==> src/rtl/sflash_pkg.sv <==
`timescale 1ns/1ps
package sflash_pkg;

  localparam logic [2:0] REG_CMD  = 3'd0;
  localparam logic [2:0] REG_ADDR = 3'd1;
  localparam logic [2:0] REG_DATA = 3'd2;
  localparam logic [2:0] REG_STAT = 3'd3;
  localparam logic [2:0] REG_TIME = 3'd4;
  localparam logic [2:0] REG_IO   = 3'd5;

  localparam int STAT_PEND_BIT = 22;
  localparam int STAT_ERR_BIT  = 29;
  localparam logic [15:0] TIME_RESET = 16'h1304;

  typedef enum logic [2:0] {PH_OPC, PH_ADR, PH_DUM, PH_DAT, PH_END} phase_t;

  typedef struct packed {
    logic [2:0] cs;
    logic [2:0] alen;
    logic [3:0] dum;
    logic       keep;
    logic [2:0] dlen;
    logic       wr;
    logic [7:0] opc;
  } cmd_t;

  function automatic cmd_t cmd_decode(input logic [31:0] w);
    cmd_t c;
    c.opc  = w[7:0];
    c.wr   = w[8];
    c.dlen = w[11:9];
    c.keep = w[15];
    c.dum  = w[19:16];
    c.alen = w[22:20];
    c.cs   = w[26:24];
    return c;
  endfunction

  function automatic logic [3:0] ph_len(input phase_t p, input cmd_t c);
    case (p)
      PH_OPC:  return 4'd1;
      PH_ADR:  return {1'b0, c.alen};
      PH_DUM:  return c.dum;
      PH_DAT:  return {1'b0, c.dlen};
      default: return 4'd0;
    endcase
  endfunction

  function automatic phase_t ph_succ(input phase_t p);
    case (p)
      PH_OPC:  return PH_ADR;
      PH_ADR:  return PH_DUM;
      PH_DUM:  return PH_DAT;
      default: return PH_END;
    endcase
  endfunction

  // Advance past phases that carry no bytes for this command.
  function automatic phase_t ph_skip(input phase_t p, input cmd_t c);
    phase_t q;
    q = p;
    if (q == PH_ADR && c.alen == 3'd0) q = PH_DUM;
    if (q == PH_DUM && c.dum == 4'd0)  q = PH_DAT;
    if (q == PH_DAT && c.dlen == 3'd0) q = PH_END;
    return q;
  endfunction

  function automatic logic [7:0] ph_byte(input phase_t p, input logic [3:0] idx,
                                         input cmd_t c, input logic [23:0] addr,
                                         input logic [31:0] wdata);
    logic [23:0] a;
    logic [31:0] d;
    case (p)
      PH_OPC: return c.opc;
      PH_ADR: begin
        a = addr >> (8 * (int'(c.alen) - 1 - int'(idx)));
        return a[7:0];
      end
      PH_DAT: begin
        d = wdata >> (8 * int'(idx));
        return c.wr ? d[7:0] : 8'h00;
      end
      default: return 8'h00;
    endcase
  endfunction

  function automatic logic [3:0] sck_period(input logic [3:0] per);
    return (per < 4'd2) ? 4'd2 : per;
  endfunction

endpackage

==> src/rtl/sflash_sckgen.sv <==
`timescale 1ns/1ps
module sflash_sckgen
  import sflash_pkg::*;
#(
  parameter int CNT_W = 4
) (
  input  logic             clk,
  input  logic             rst_n,
  input  logic             run_i,
  input  logic [CNT_W-1:0] per_i,
  input  logic [CNT_W-1:0] fall_i,
  input  logic [CNT_W-1:0] rise_i,
  output logic             sck_o,
  output logic             sample_o,
  output logic             bit_end_o
);
  logic [CNT_W-1:0] cnt_q;
  logic [CNT_W-1:0] last_cnt;

  assign last_cnt  = sck_period(per_i) - 4'd1;
  assign bit_end_o = run_i && (cnt_q == last_cnt);
  assign sample_o  = run_i && (rise_i != '0) && (cnt_q == rise_i - 4'd1);
  assign sck_o     = !(run_i && (cnt_q >= fall_i) && (cnt_q < rise_i));

  always_ff @(posedge clk or negedge rst_n) begin
    if (!rst_n)                 cnt_q <= '0;
    else if (!run_i || bit_end_o) cnt_q <= '0;
    else                        cnt_q <= cnt_q + 4'd1;
  end
endmodule

==> src/rtl/sflash_engine.sv <==
`timescale 1ns/1ps
module sflash_engine
  import sflash_pkg::*;
(
  input  logic        clk,
  input  logic        rst_n,
  input  logic        start_i,
  input  logic        skip_hdr_i,
  input  cmd_t        cmd_i,
  input  logic [23:0] addr_i,
  input  logic [31:0] wdata_i,
  input  logic        sample_i,
  input  logic        bit_end_i,
  input  logic        miso_i,
  output logic        busy_o,
  output logic        mosi_o,
  output logic        done_o,
  output logic        rx_we_o,
  output logic [1:0]  rx_idx_o,
  output logic [7:0]  rx_byte_o
);
  phase_t     ph_q, start_ph, next_ph;
  logic [3:0] idx_q, next_idx;
  logic [2:0] bit_q;
  logic [7:0] tx_q, rx_q;
  cmd_t       cmd_q;
  logic       busy_q, byte_end, last_byte;

  always_comb begin
    start_ph  = skip_hdr_i ? ph_skip(PH_DUM, cmd_i) : PH_OPC;
    byte_end  = busy_q && bit_end_i && (bit_q == 3'd7);
    last_byte = (idx_q + 4'd1) == ph_len(ph_q, cmd_q);
    next_ph   = last_byte ? ph_skip(ph_succ(ph_q), cmd_q) : ph_q;
    next_idx  = last_byte ? 4'd0 : idx_q + 4'd1;
  end

  assign done_o    = byte_end && (next_ph == PH_END);
  assign rx_we_o   = byte_end && (ph_q == PH_DAT) && !cmd_q.wr;
  assign rx_idx_o  = idx_q[1:0];
  assign rx_byte_o = rx_q;
  assign busy_o    = busy_q;
  assign mosi_o    = busy_q && tx_q[7];

  always_ff @(posedge clk or negedge rst_n) begin
    if (!rst_n) begin
      busy_q <= 1'b0;
      ph_q   <= PH_END;
      idx_q  <= '0;
      bit_q  <= '0;
      tx_q   <= '0;
      rx_q   <= '0;
      cmd_q  <= '0;
    end else if (start_i) begin
      busy_q <= 1'b1;
      ph_q   <= start_ph;
      idx_q  <= '0;
      bit_q  <= '0;
      cmd_q  <= cmd_i;
      tx_q   <= ph_byte(start_ph, 4'd0, cmd_i, addr_i, wdata_i);
    end else if (busy_q) begin
      if (sample_i) rx_q <= {rx_q[6:0], miso_i};
      if (bit_end_i) begin
        if (bit_q == 3'd7) begin
          bit_q <= '0;
          if (done_o) begin
            busy_q <= 1'b0;
            ph_q   <= PH_END;
          end else begin
            ph_q  <= next_ph;
            idx_q <= next_idx;
            tx_q  <= ph_byte(next_ph, next_idx, cmd_q, addr_i, wdata_i);
          end
        end else begin
          bit_q <= bit_q + 3'd1;
          tx_q  <= {tx_q[6:0], 1'b0};
        end
      end
    end
  end
endmodule

==> src/rtl/sflash_seq.sv <==
`timescale 1ns/1ps
module sflash_seq
  import sflash_pkg::*;
#(
  parameter int NUM_CS = 2
) (
  input  logic              clk,
  input  logic              rst_n,
  input  logic              bus_we,
  input  logic [2:0]        bus_addr,
  input  logic [31:0]       bus_wdata,
  output logic [31:0]       bus_rdata,
  output logic              sck_o,
  output logic [NUM_CS-1:0] cs_n_o,
  output logic              mosi_o,
  input  logic              miso_i,
  output logic [1:0]        spare_o
);
  localparam logic [3:0] CS_LIMIT = 4'(NUM_CS);

  logic [23:0] addr_q;
  logic [31:0] data_q;
  logic [15:0] tim_q;
  logic [1:0]  io_q;
  logic        err_q, cs_act_q, keep_q;
  logic [2:0]  cs_idx_q;

  cmd_t        cmd_w;
  logic        cmd_wr, cmd_bad, cmd_ok, held, nothing_left, rel_only;
  logic        eng_start, eng_busy, eng_done, rx_we, sample, bit_end, cfg_wr_ok;
  logic [1:0]  rx_idx;
  logic [7:0]  rx_byte;

  assign cmd_w        = cmd_decode(bus_wdata);
  assign cmd_wr       = bus_we && (bus_addr == REG_CMD);
  assign cmd_bad      = (cmd_w.dlen > 3'd4) || (cmd_w.alen > 3'd3) || ({1'b0, cmd_w.cs} >= CS_LIMIT);
  assign cmd_ok       = cmd_wr && !eng_busy && !cmd_bad;
  assign held         = cs_act_q && !eng_busy;
  assign nothing_left = held && (cmd_w.dum == 4'd0) && (cmd_w.dlen == 3'd0);
  assign eng_start    = cmd_ok && !nothing_left;
  assign rel_only     = cmd_ok && nothing_left;
  assign cfg_wr_ok    = bus_we && !eng_busy;

  sflash_sckgen #(.CNT_W(4)) sck_i (
    .clk(clk), .rst_n(rst_n), .run_i(eng_busy),
    .per_i(tim_q[3:0]), .fall_i(tim_q[15:12]), .rise_i(tim_q[11:8]),
    .sck_o(sck_o), .sample_o(sample), .bit_end_o(bit_end)
  );

  sflash_engine eng_i (
    .clk(clk), .rst_n(rst_n), .start_i(eng_start), .skip_hdr_i(held),
    .cmd_i(cmd_w), .addr_i(addr_q), .wdata_i(data_q),
    .sample_i(sample), .bit_end_i(bit_end), .miso_i(miso_i),
    .busy_o(eng_busy), .mosi_o(mosi_o), .done_o(eng_done),
    .rx_we_o(rx_we), .rx_idx_o(rx_idx), .rx_byte_o(rx_byte)
  );

  always_ff @(posedge clk or negedge rst_n) begin
    if (!rst_n) begin
      addr_q <= '0;
      data_q <= '0;
      tim_q  <= TIME_RESET;
      io_q   <= '0;
    end else begin
      if (cfg_wr_ok && bus_addr == REG_ADDR) addr_q <= bus_wdata[23:0];
      if (cfg_wr_ok && bus_addr == REG_TIME) tim_q  <= bus_wdata[15:0];
      if (bus_we && bus_addr == REG_IO)      io_q   <= bus_wdata[3:2];
      if (rx_we)                             data_q[{rx_idx, 3'b000} +: 8] <= rx_byte;
      else if (cfg_wr_ok && bus_addr == REG_DATA) data_q <= bus_wdata;
    end
  end

  always_ff @(posedge clk or negedge rst_n) begin
    if (!rst_n) err_q <= 1'b0;
    else if (cmd_wr && (eng_busy || cmd_bad)) err_q <= 1'b1;
    else if (bus_we && bus_addr == REG_STAT && bus_wdata[STAT_ERR_BIT]) err_q <= 1'b0;
  end

  always_ff @(posedge clk or negedge rst_n) begin
    if (!rst_n) begin
      cs_act_q <= 1'b0;
      cs_idx_q <= '0;
      keep_q   <= 1'b0;
    end else if (eng_start) begin
      cs_act_q <= 1'b1;
      cs_idx_q <= cmd_w.cs;
      keep_q   <= cmd_w.keep;
    end else if (rel_only) begin
      cs_act_q <= cmd_w.keep;
    end else if (eng_done) begin
      cs_act_q <= keep_q;
    end
  end

  for (genvar i = 0; i < NUM_CS; i++) begin : g_cs
    assign cs_n_o[i] = !(cs_act_q && (cs_idx_q == 3'(i)));
  end

  assign spare_o = io_q;

  always_comb begin
    bus_rdata = '0;
    case (bus_addr)
      REG_ADDR: bus_rdata = {8'd0, addr_q};
      REG_DATA: bus_rdata = data_q;
      REG_STAT: begin
        bus_rdata[STAT_PEND_BIT] = eng_busy;
        bus_rdata[STAT_ERR_BIT]  = err_q;
      end
      REG_TIME: bus_rdata = {16'd0, tim_q};
      REG_IO:   bus_rdata = {28'd0, io_q, 2'b00};
      default:  bus_rdata = '0;
    endcase
  end
endmodule

==> config.mk <==
export PLATFORM = sky130hd
export DESIGN_NAME = sflash_seq
export DESIGN_NICKNAME = d
export VERILOG_FILES = /design/src/rtl/sflash_pkg.sv /design/src/rtl/sflash_sckgen.sv /design/src/rtl/sflash_engine.sv /design/src/rtl/sflash_seq.sv
export SDC_FILE = /design/constraint.sdc
export NUM_CORES = 1
export LEC_CHECK = 0
export BUFFER_PORTS_ARGS = -buffer_cell sky130_fd_sc_hd__buf_2
export CAP_MARGIN = 20
export CORE_MARGIN = 2
export CORE_UTILIZATION = 35
export CTS_BUF_LIST = sky130_fd_sc_hd__clkbuf_16
export DETAILED_ROUTE_END_ITERATION = 16
export HOLD_SLACK_MARGIN = 0.1
export REMOVE_ABC_BUFFERS = 1
export SYNTH_ARGS = -nofsm -noshare
export SYNTH_HDL_FRONTEND = slang
export SYNTH_SLANG_ARGS = --single-unit
==> constraint.sdc <==
create_clock -name clk -period 12.3 [get_ports clk]
set_input_delay 2.46 -clock clk [delete_from_list [all_inputs] [get_ports clk]]
set_output_delay 2.46 -clock clk [all_outputs]
set_load 0.01 [all_outputs]
==> flow_summary.yaml, run 1 <==
global_route:
  grtUsageMet2_pct: 35.4
  grt_pass1_vias: 7002
  grt_pass1_wl_um: 41200
  antenna_found_initial: 0
  grt_start_max_net_pins: 73
  grtUsageTotal_pct: 22.4
  met1_usage_pct: 30.3
  grt_util_met3_pct: 3.50
  grt-ovfl-total: 0
  grt.busiest_layer: "met2"
synth:
  syn_area_per_cell_um2: 9.36
  synth_compound_area_share_pct: 18.9
  synth_ff_type: "dfrtp_1"
  yosysSeqAreaShare_pct: 40.3
  synth_cell_types: 69
  netlist_area_um2: 8100
  async_reset_ff_share_pct: 100
  synth_adder_area_share_pct: 4.88
  synth_top_family_by_area: "compound AO/OA/AOI/OAI gates"
  synth-edff-count: 0
  ys_warn_count: 0
  synth-simple-area-share_pct: 18.8
  synth_cells: 865
  muxShareOfSynthArea_pct: 11.6
  synth-xor-area-share_pct: 1.70
  synth_seq_cells: 130
placement:
  post-place-ws_ns: 5.49
  post_dp_cell_area_um2: 8810
  hpwl_um: 18400
  gp_congestion: 0.853
  port_buffers: 76
power:
  powerDensity_nw_per_um2: 172
  p_sw_share_pct: 37.0
  power.total_mw: 1.62
  leakagePower_nw: 4.26
  pwr-share-comb_pct: 33.4
  power_frac_seq_pct: 36.5
  ir_worst_vdd_mv: 0.111
  p_clk_share_pct: 30.1
  p_int_mw: 1.02
  switchingPower_mw: 0.597
routing:
  num_vias: 7140
  drt-initial-drc-count: 562
  vias_per_cell: 5.81
  drt_first_pass_iters: 6
  postRouteAntennaNets: 0
  totalWireLength_um: 26300
  wl_per_cell_um: 21.4
  drc: 0
setup_path:
  arrival_ns: 4.34
  r2r_slack_ns: 5.73
  crit_slowest_cell: "nor2_1"
  crit_type: "in2out"
  cp_num_buf_inv: 4
  max_stage_delay_ns: 0.66
  critPathRequiredTime_ns: 9.84
  crit_path_max_fanout: 28
  cp_top_family: "simple AND/OR/NAND/NOR gates"
  path_cells: "buf_2, buf_4, nand2b_1, nor2_1, buf_4, nand2_1, o21ai_0, buf_2"
  critPathCaptureType: "output port"
  startpoint_type: "primary input"
layout:
  stdcell_area_um2: 9380
  fillCellCount: 2228
  drive_gt1_share_pct: 22.0
  syn_to_final_growth_pct: 15.9
  finalCoreUtilization_pct: 41.4
  final_nets: 1000
sta:
  finalSetupTns_ns: 0
  relSlewSlack_pct: 28.6
  fmax_mhz: 147
  tightest_slew_ns: 1.07
  fin_skew_ns: 0.0227
  drv_slew: 0
  setup_viol_count_final: 0
  hold_violations: 0
  finalCritPeriodShare_pct: 55.3
  layout_min_cycle_time_ns: 6.80
  fin_ws_ns: 5.50
  rsz0062_at_grt: "no"
clock_network:
  path_clk_slew_ns: 0.06
  tritoncts: "built"
  ctsHoldBuffers: 0
  worstSkewPairLatency_ns: 0.44
  cts.sinks: 130
  cts_root_buf: "clkbuf_16"
  htreeDepth: 4
  numCtsBuffers: 17
  clockBufferDepth: 2
  post_cts_buffers: 0
  cts_resized: 0
floorplan:
  dieArea_um2: 24400
  chipWidth_um: 156
  num_rows: 55
  design.core.area_um2: 22600
  initial_utilization_pct: 35.8
  pin_count: 77
  die_h_um: 156
run_status:
  status: "completed"
flow_run:
  maxCapViolCount: 0
min_path:
  holdCritPathClass: "reg2reg"
-- through the flow --
step | std cells | hold WS [ns]
finish | 1229 | 0.481
global route | 1228 | 0.497
CTS | 1227 | 0.478
detailed placement | 1195 | 0.464
global placement | 1195 | 0.460
floorplan | 815 | 0.445
-- cells by family after synthesis --
family | Yosys count
flops | 130
simple gates | 303
xor+xnor | 14
buf+inv | 78
compound gates | 224
fa+ha+maj | 31
mux | 85
-- layout make-up --
type                    instances  area [um2]  area share [%]
well taps                     285         357            3.80
diodes                          1        2.50          0.0267
clock inverters                15         129            1.37
flip-flops and latches        130        3260            34.7
clock buffers                  17         425            4.53
repair buffers                 96         544            5.80
inverters                      28         105            1.12
multi-input cells             657        4560            48.6
-- worst reg2reg max path, cell delays in order, from the launching register on --
cell,delay (ns)
dfrtp_1,0.32
buf_4,0.37
inv_1,0.17
ha_1,0.34
buf_4,0.24
or3b_2,0.49
nand4_1,0.12
o221ai_1,0.13
buf_4,0.22
nand2_1,0.60
nand2_1,0.23
ha_1,0.33
nor2b_1,0.12
o21a_1,0.20
o21ai_0,0.31
nand2_1,0.10
ha_1,0.28
nor4bb_1,0.30
and4_1,0.25
or4bb_1,0.70
nand4b_1,0.27
o21a_1,0.12
o31a_1,0.12
o21ai_0,0.16
-- sequential cells by signal, indices dropped and copies added (netlist names) --
| name | flops |
|---|---|
| data_q | 32 |
| addr_q | 24 |
| eng_i.cmd_q | 19 |
| tim_q | 16 |
| eng_i.rx_byte_o | 8 |
| eng_i.tx_q | 8 |
| eng_i.idx_q | 4 |
| sck_i.cnt_q | 4 |
| cs_idx_q | 3 |
| eng_i.bit_q | 3 |
| eng_i.ph_q | 3 |
| spare_o | 2 |
| cs_act_q | 1 |
| eng_i.busy_o | 1 |
| err_q | 1 |
| keep_q | 1 |
-- routing by layer --
| layer | routed length, um | vias to the layer above |
|---|---|---|
| met5 | 0 | - |
| met4 | 936 | 0 |
| met3 | 1650 | 46 |
| met2 | 12100 | 291 |
| met1 | 11600 | 3494 |
| li1 | - | 3309 |
-- Yosys cell counts (10+ instances only) --
cell type | instances | share of area [%]
a21oi_1 | 14 | 0.87
a22oi_1 | 66 | 6.1
and2_1 | 14 | 1.1
clkbuf_1 | 37 | 1.7
dfrtp_1 | 125 | 39
ha_1 | 30 | 4.6
inv_1 | 28 | 1.3
mux2_2 | 62 | 8.6
mux2i_1 | 22 | 2.7
nand2_1 | 152 | 7.0
nand3_1 | 13 | 0.80
nor2_1 | 40 | 1.9
nor3_1 | 10 | 0.62
nor4_1 | 13 | 1.0
o21a_1 | 14 | 1.3
o21ai_0 | 40 | 2.5
o21ai_1 | 32 | 2.0
-- power by group through the flow --
stage	Clock (mW)	Sequential, mW	Combinational (mW)
after CTS	0.492	0.588	0.536
after global routing	0.513	0.599	0.599
after global placement	0	0.596	0.525
after floorplan	0	0.567	0.363
final	0.487	0.590	0.539
after detailed placement	0	0.595	0.533
-- final timing paths --
kind,start,depth (start not counted),endpoint
worst max-delay path,bus_addr[2],8,bus_rdata[1]
worst min-delay path,sck_i.cnt_q[0]$_DFF_PN0_,1,sck_i.cnt_q[0]$_DFF_PN0_
worst max register to register,eng_i.idx_q[0]$_DFFE_PN0P_,23,eng_i.tx_q[6]$_DFFE_PN0P_
worst min register to register,sck_i.cnt_q[0]$_DFF_PN0_,1,sck_i.cnt_q[0]$_DFF_PN0_
max in group asynchronous,rst_n,2,eng_i.cmd_q[3]$_DFFE_PN0P_
min in group asynchronous,rst_n,1,tim_q[14]$_DFFE_PN0P_
-- placed cells by master (no fill, tap or decap), drive strengths merged, types with 3 or more instances in the layout --
| cell type | netlist | layout |
|---|---|---|
| nor2 | 40 | 40 |
| a21oi | 14 | 14 |
| nor4b | 5 | 5 |
| buf | 13 | 96 |
| and2 | 14 | 14 |
| nand3b | 3 | 3 |
| nand4bb | 3 | 3 |
| a222oi | 7 | 7 |
| mux2i | 22 | 22 |
| or3b | 3 | 3 |
| inv | 28 | 32 |
| dfrtp | 125 | 125 |
| nand2b | 9 | 9 |
| xnor2 | 6 | 6 |
| nor2b | 9 | 9 |
| mux2 | 62 | 62 |
| o31a | 7 | 7 |
| nand4b | 8 | 8 |
| nand3 | 13 | 13 |
| o22ai | 3 | 3 |
| nor4bb | 3 | 3 |
| clkinv | 0 | 7 |
| nor3 | 11 | 11 |
| dfstp | 5 | 5 |
| o21bai | 3 | 3 |
| a41oi | 7 | 7 |
| xor2 | 7 | 7 |
| or3 | 5 | 5 |
| a31oi | 8 | 8 |
| nor4 | 14 | 14 |
| o21ai | 72 | 72 |
| o21a | 14 | 14 |
| nand2 | 152 | 152 |
| o31ai | 4 | 4 |
| a22oi | 66 | 66 |
| ha | 30 | 30 |
| clkbuf | 37 | 17 |
Power figures use the tool's default switching activity.
==> run 2: changes to the inputs <==
==> constraint.sdc (replaced) <==
create_clock -name clk -period 6.9 [get_ports clk]
set_input_delay 1.38 -clock clk [delete_from_list [all_inputs] [get_ports clk]]
set_output_delay 1.38 -clock clk [all_outputs]
set_load 0.01 [all_outputs]
==> flow_summary.yaml, run 2 (synthesized netlist as in run 1, its figures left out) <==
global_route:
  grtUsageTotal_pct: 22.1
  antenna_found_initial: 0
  grt_pass1_wl_um: 41300
  grt_start_max_net_pins: 68
  grt-ovfl-total: 0
  grt_pass1_vias: 7122
layout:
  antenna_cells: 0
  stdcell_area_um2: 9450
  top_regs: "data_q x32, addr_q x24, eng_i.cmd_q x19"
  final_nets: 1002
  syn_to_final_growth_pct: 16.8
  finalCoreUtilization_pct: 41.7
  drive_gt1_share_pct: 22.5
  layout_common_cells: "152 x nand2_1, 125 x dfrtp_1, 75 x buf_2"
  largest_reg_flops: 32
  top_register: "data_q"
  stdcell_count: 1230
  final_common_cell: "nand2_1"
  fillCellCount: 2249
min_path:
  holdCritPathClass: "reg2reg"
clock_network:
  htreeDepth: 4
  post_cts_buffers: 0
  clockBufferDepth: 2
  numCtsBuffers: 17
  path_clk_slew_ns: 0.06
  tritoncts: "built"
  cts_root_buf: "clkbuf_16"
  cts.sinks: 130
  cts_resized: 0
  ctsHoldBuffers: 0
  worstSkewPairLatency_ns: 0.44
routing:
  drt-initial-drc-count: 618
  vias_per_cell: 5.81
  drt_first_pass_iters: 5
  drc: 0
  totalWireLength_um: 26000
  wl_per_cell_um: 21.1
  postRouteAntennaNets: 0
  num_vias: 7142
power:
  leakagePower_nw: 4.28
  powerDensity_nw_per_um2: 314
  power.total_mw: 2.97
  ir_worst_vdd_mv: 0.190
setup_path:
  crit_path_max_fanout: 20
  path_cells: "inv_1, ha_1, nand2b_1, o221ai_1, buf_4, nand2_1, buf_4, nand2_1, ha_1, o21a_1, o21ai_0, nand2_1, ha_1, nor4bb_1, and4_1, or4bb_1, nand4b_1, o21a_1, o31a_1, o21ai_0"
  crit_type: "reg2reg"
  crit_slowest_cell: "or4bb_1"
  cp_top_family: "simple AND/OR/NAND/NOR gates"
  startpoint_type: "register"
  critPathCaptureType: "register"
  arrival_ns: 5.69
  cp_num_buf_inv: 3
  critPathRequiredTime_ns: 7.23
  max_stage_delay_ns: 0.65
sta:
  fin_ws_ns: 1.54
  tightest_slew_ns: 1.06
  setup_viol_count_final: 0
  layout_min_cycle_time_ns: 5.36
  holdWs_ns: 0.480
  hold_violations: 0
  fmax_mhz: 186
  rsz0062_at_grt: "no"
  drv_slew: 0
  finalCritPeriodShare_pct: 77.7
  finalSetupTns_ns: 0
  fin_skew_ns: 0.0208
  relSlewSlack_pct: 28.4
floorplan:
  die_h_um: 156
  design.core.area_um2: 22600
  dieArea_um2: 24400
  initial_utilization_pct: 35.8
  chipWidth_um: 156
  pin_count: 77
  num_rows: 55
placement:
  hpwl_um: 18400
  port_buffers: 76
  place_inst: 1197
  post_dp_cell_area_um2: 8830
  gp_congestion: 0.914
  post-place-ws_ns: 1.57
flow_run:
  maxCapViolCount: 0
run_status:
  status: "completed"
-- run 2: report_power, final --
group / internal (mW) / switching [mW] / total [mW]
clock: 0.600 / 0.359 / 0.960
sequential: 0.897 / 0.143 / 1.04
combinational: 0.404 / 0.568 / 0.972
total: 1.90 / 1.07 / 2.97
-- run 2: tightest hold or removal path: cells and delay by family (launching register included) --
kind / cells / cell delay (ns)
flip-flops: 1 / 0.34
AND/OR/NAND/NOR: 2 / 0.10
-- run 2: path summary, 6_finish.rpt --
path	startpoint	end	slack, ns	cells past startpoint
worst max register to register	eng_i.idx_q[1]$_DFFE_PN0P_	eng_i.tx_q[7]$_DFFE_PN0P_	1.54	20
worst min register to register	keep_q$_DFFE_PN0P_	keep_q$_DFFE_PN0P_	0.48	2
max in group asynchronous	rst_n	eng_i.tx_q[3]$_DFFE_PN0P_	4.63	2
worst min-delay path	keep_q$_DFFE_PN0P_	keep_q$_DFFE_PN0P_	0.48	2
min in group asynchronous	rst_n	eng_i.rx_byte_o[6]$_DFFE_PN0P_	0.95	1
worst max-delay path	eng_i.idx_q[1]$_DFFE_PN0P_	eng_i.tx_q[7]$_DFFE_PN0P_	1.54	20
-- run 2: layout make-up --
class / count / area [um2] / share of cell area, %
Multi-Input combinational cell: 657 / 4560 / 48.3
Clock buffer: 17 / 425 / 4.50
Tap cell: 285 / 357 / 3.77
Inverter: 28 / 105 / 1.11
Clock inverter: 15 / 189 / 2.00
Sequential cell: 130 / 3260 / 34.5
Timing Repair Buffer: 98 / 556 / 5.88
-- run 2: layer usage --
metal / global-route usage [%] / routed length [um] / vias to the layer above
met5: 0 / 0 / -
met3: 3.81 / 1560 / 53
met1: 30.6 / 11700 / 3523
met2: 34.1 / 11800 / 262
met4: 9.39 / 972 / 0
li1: - / - / 3304
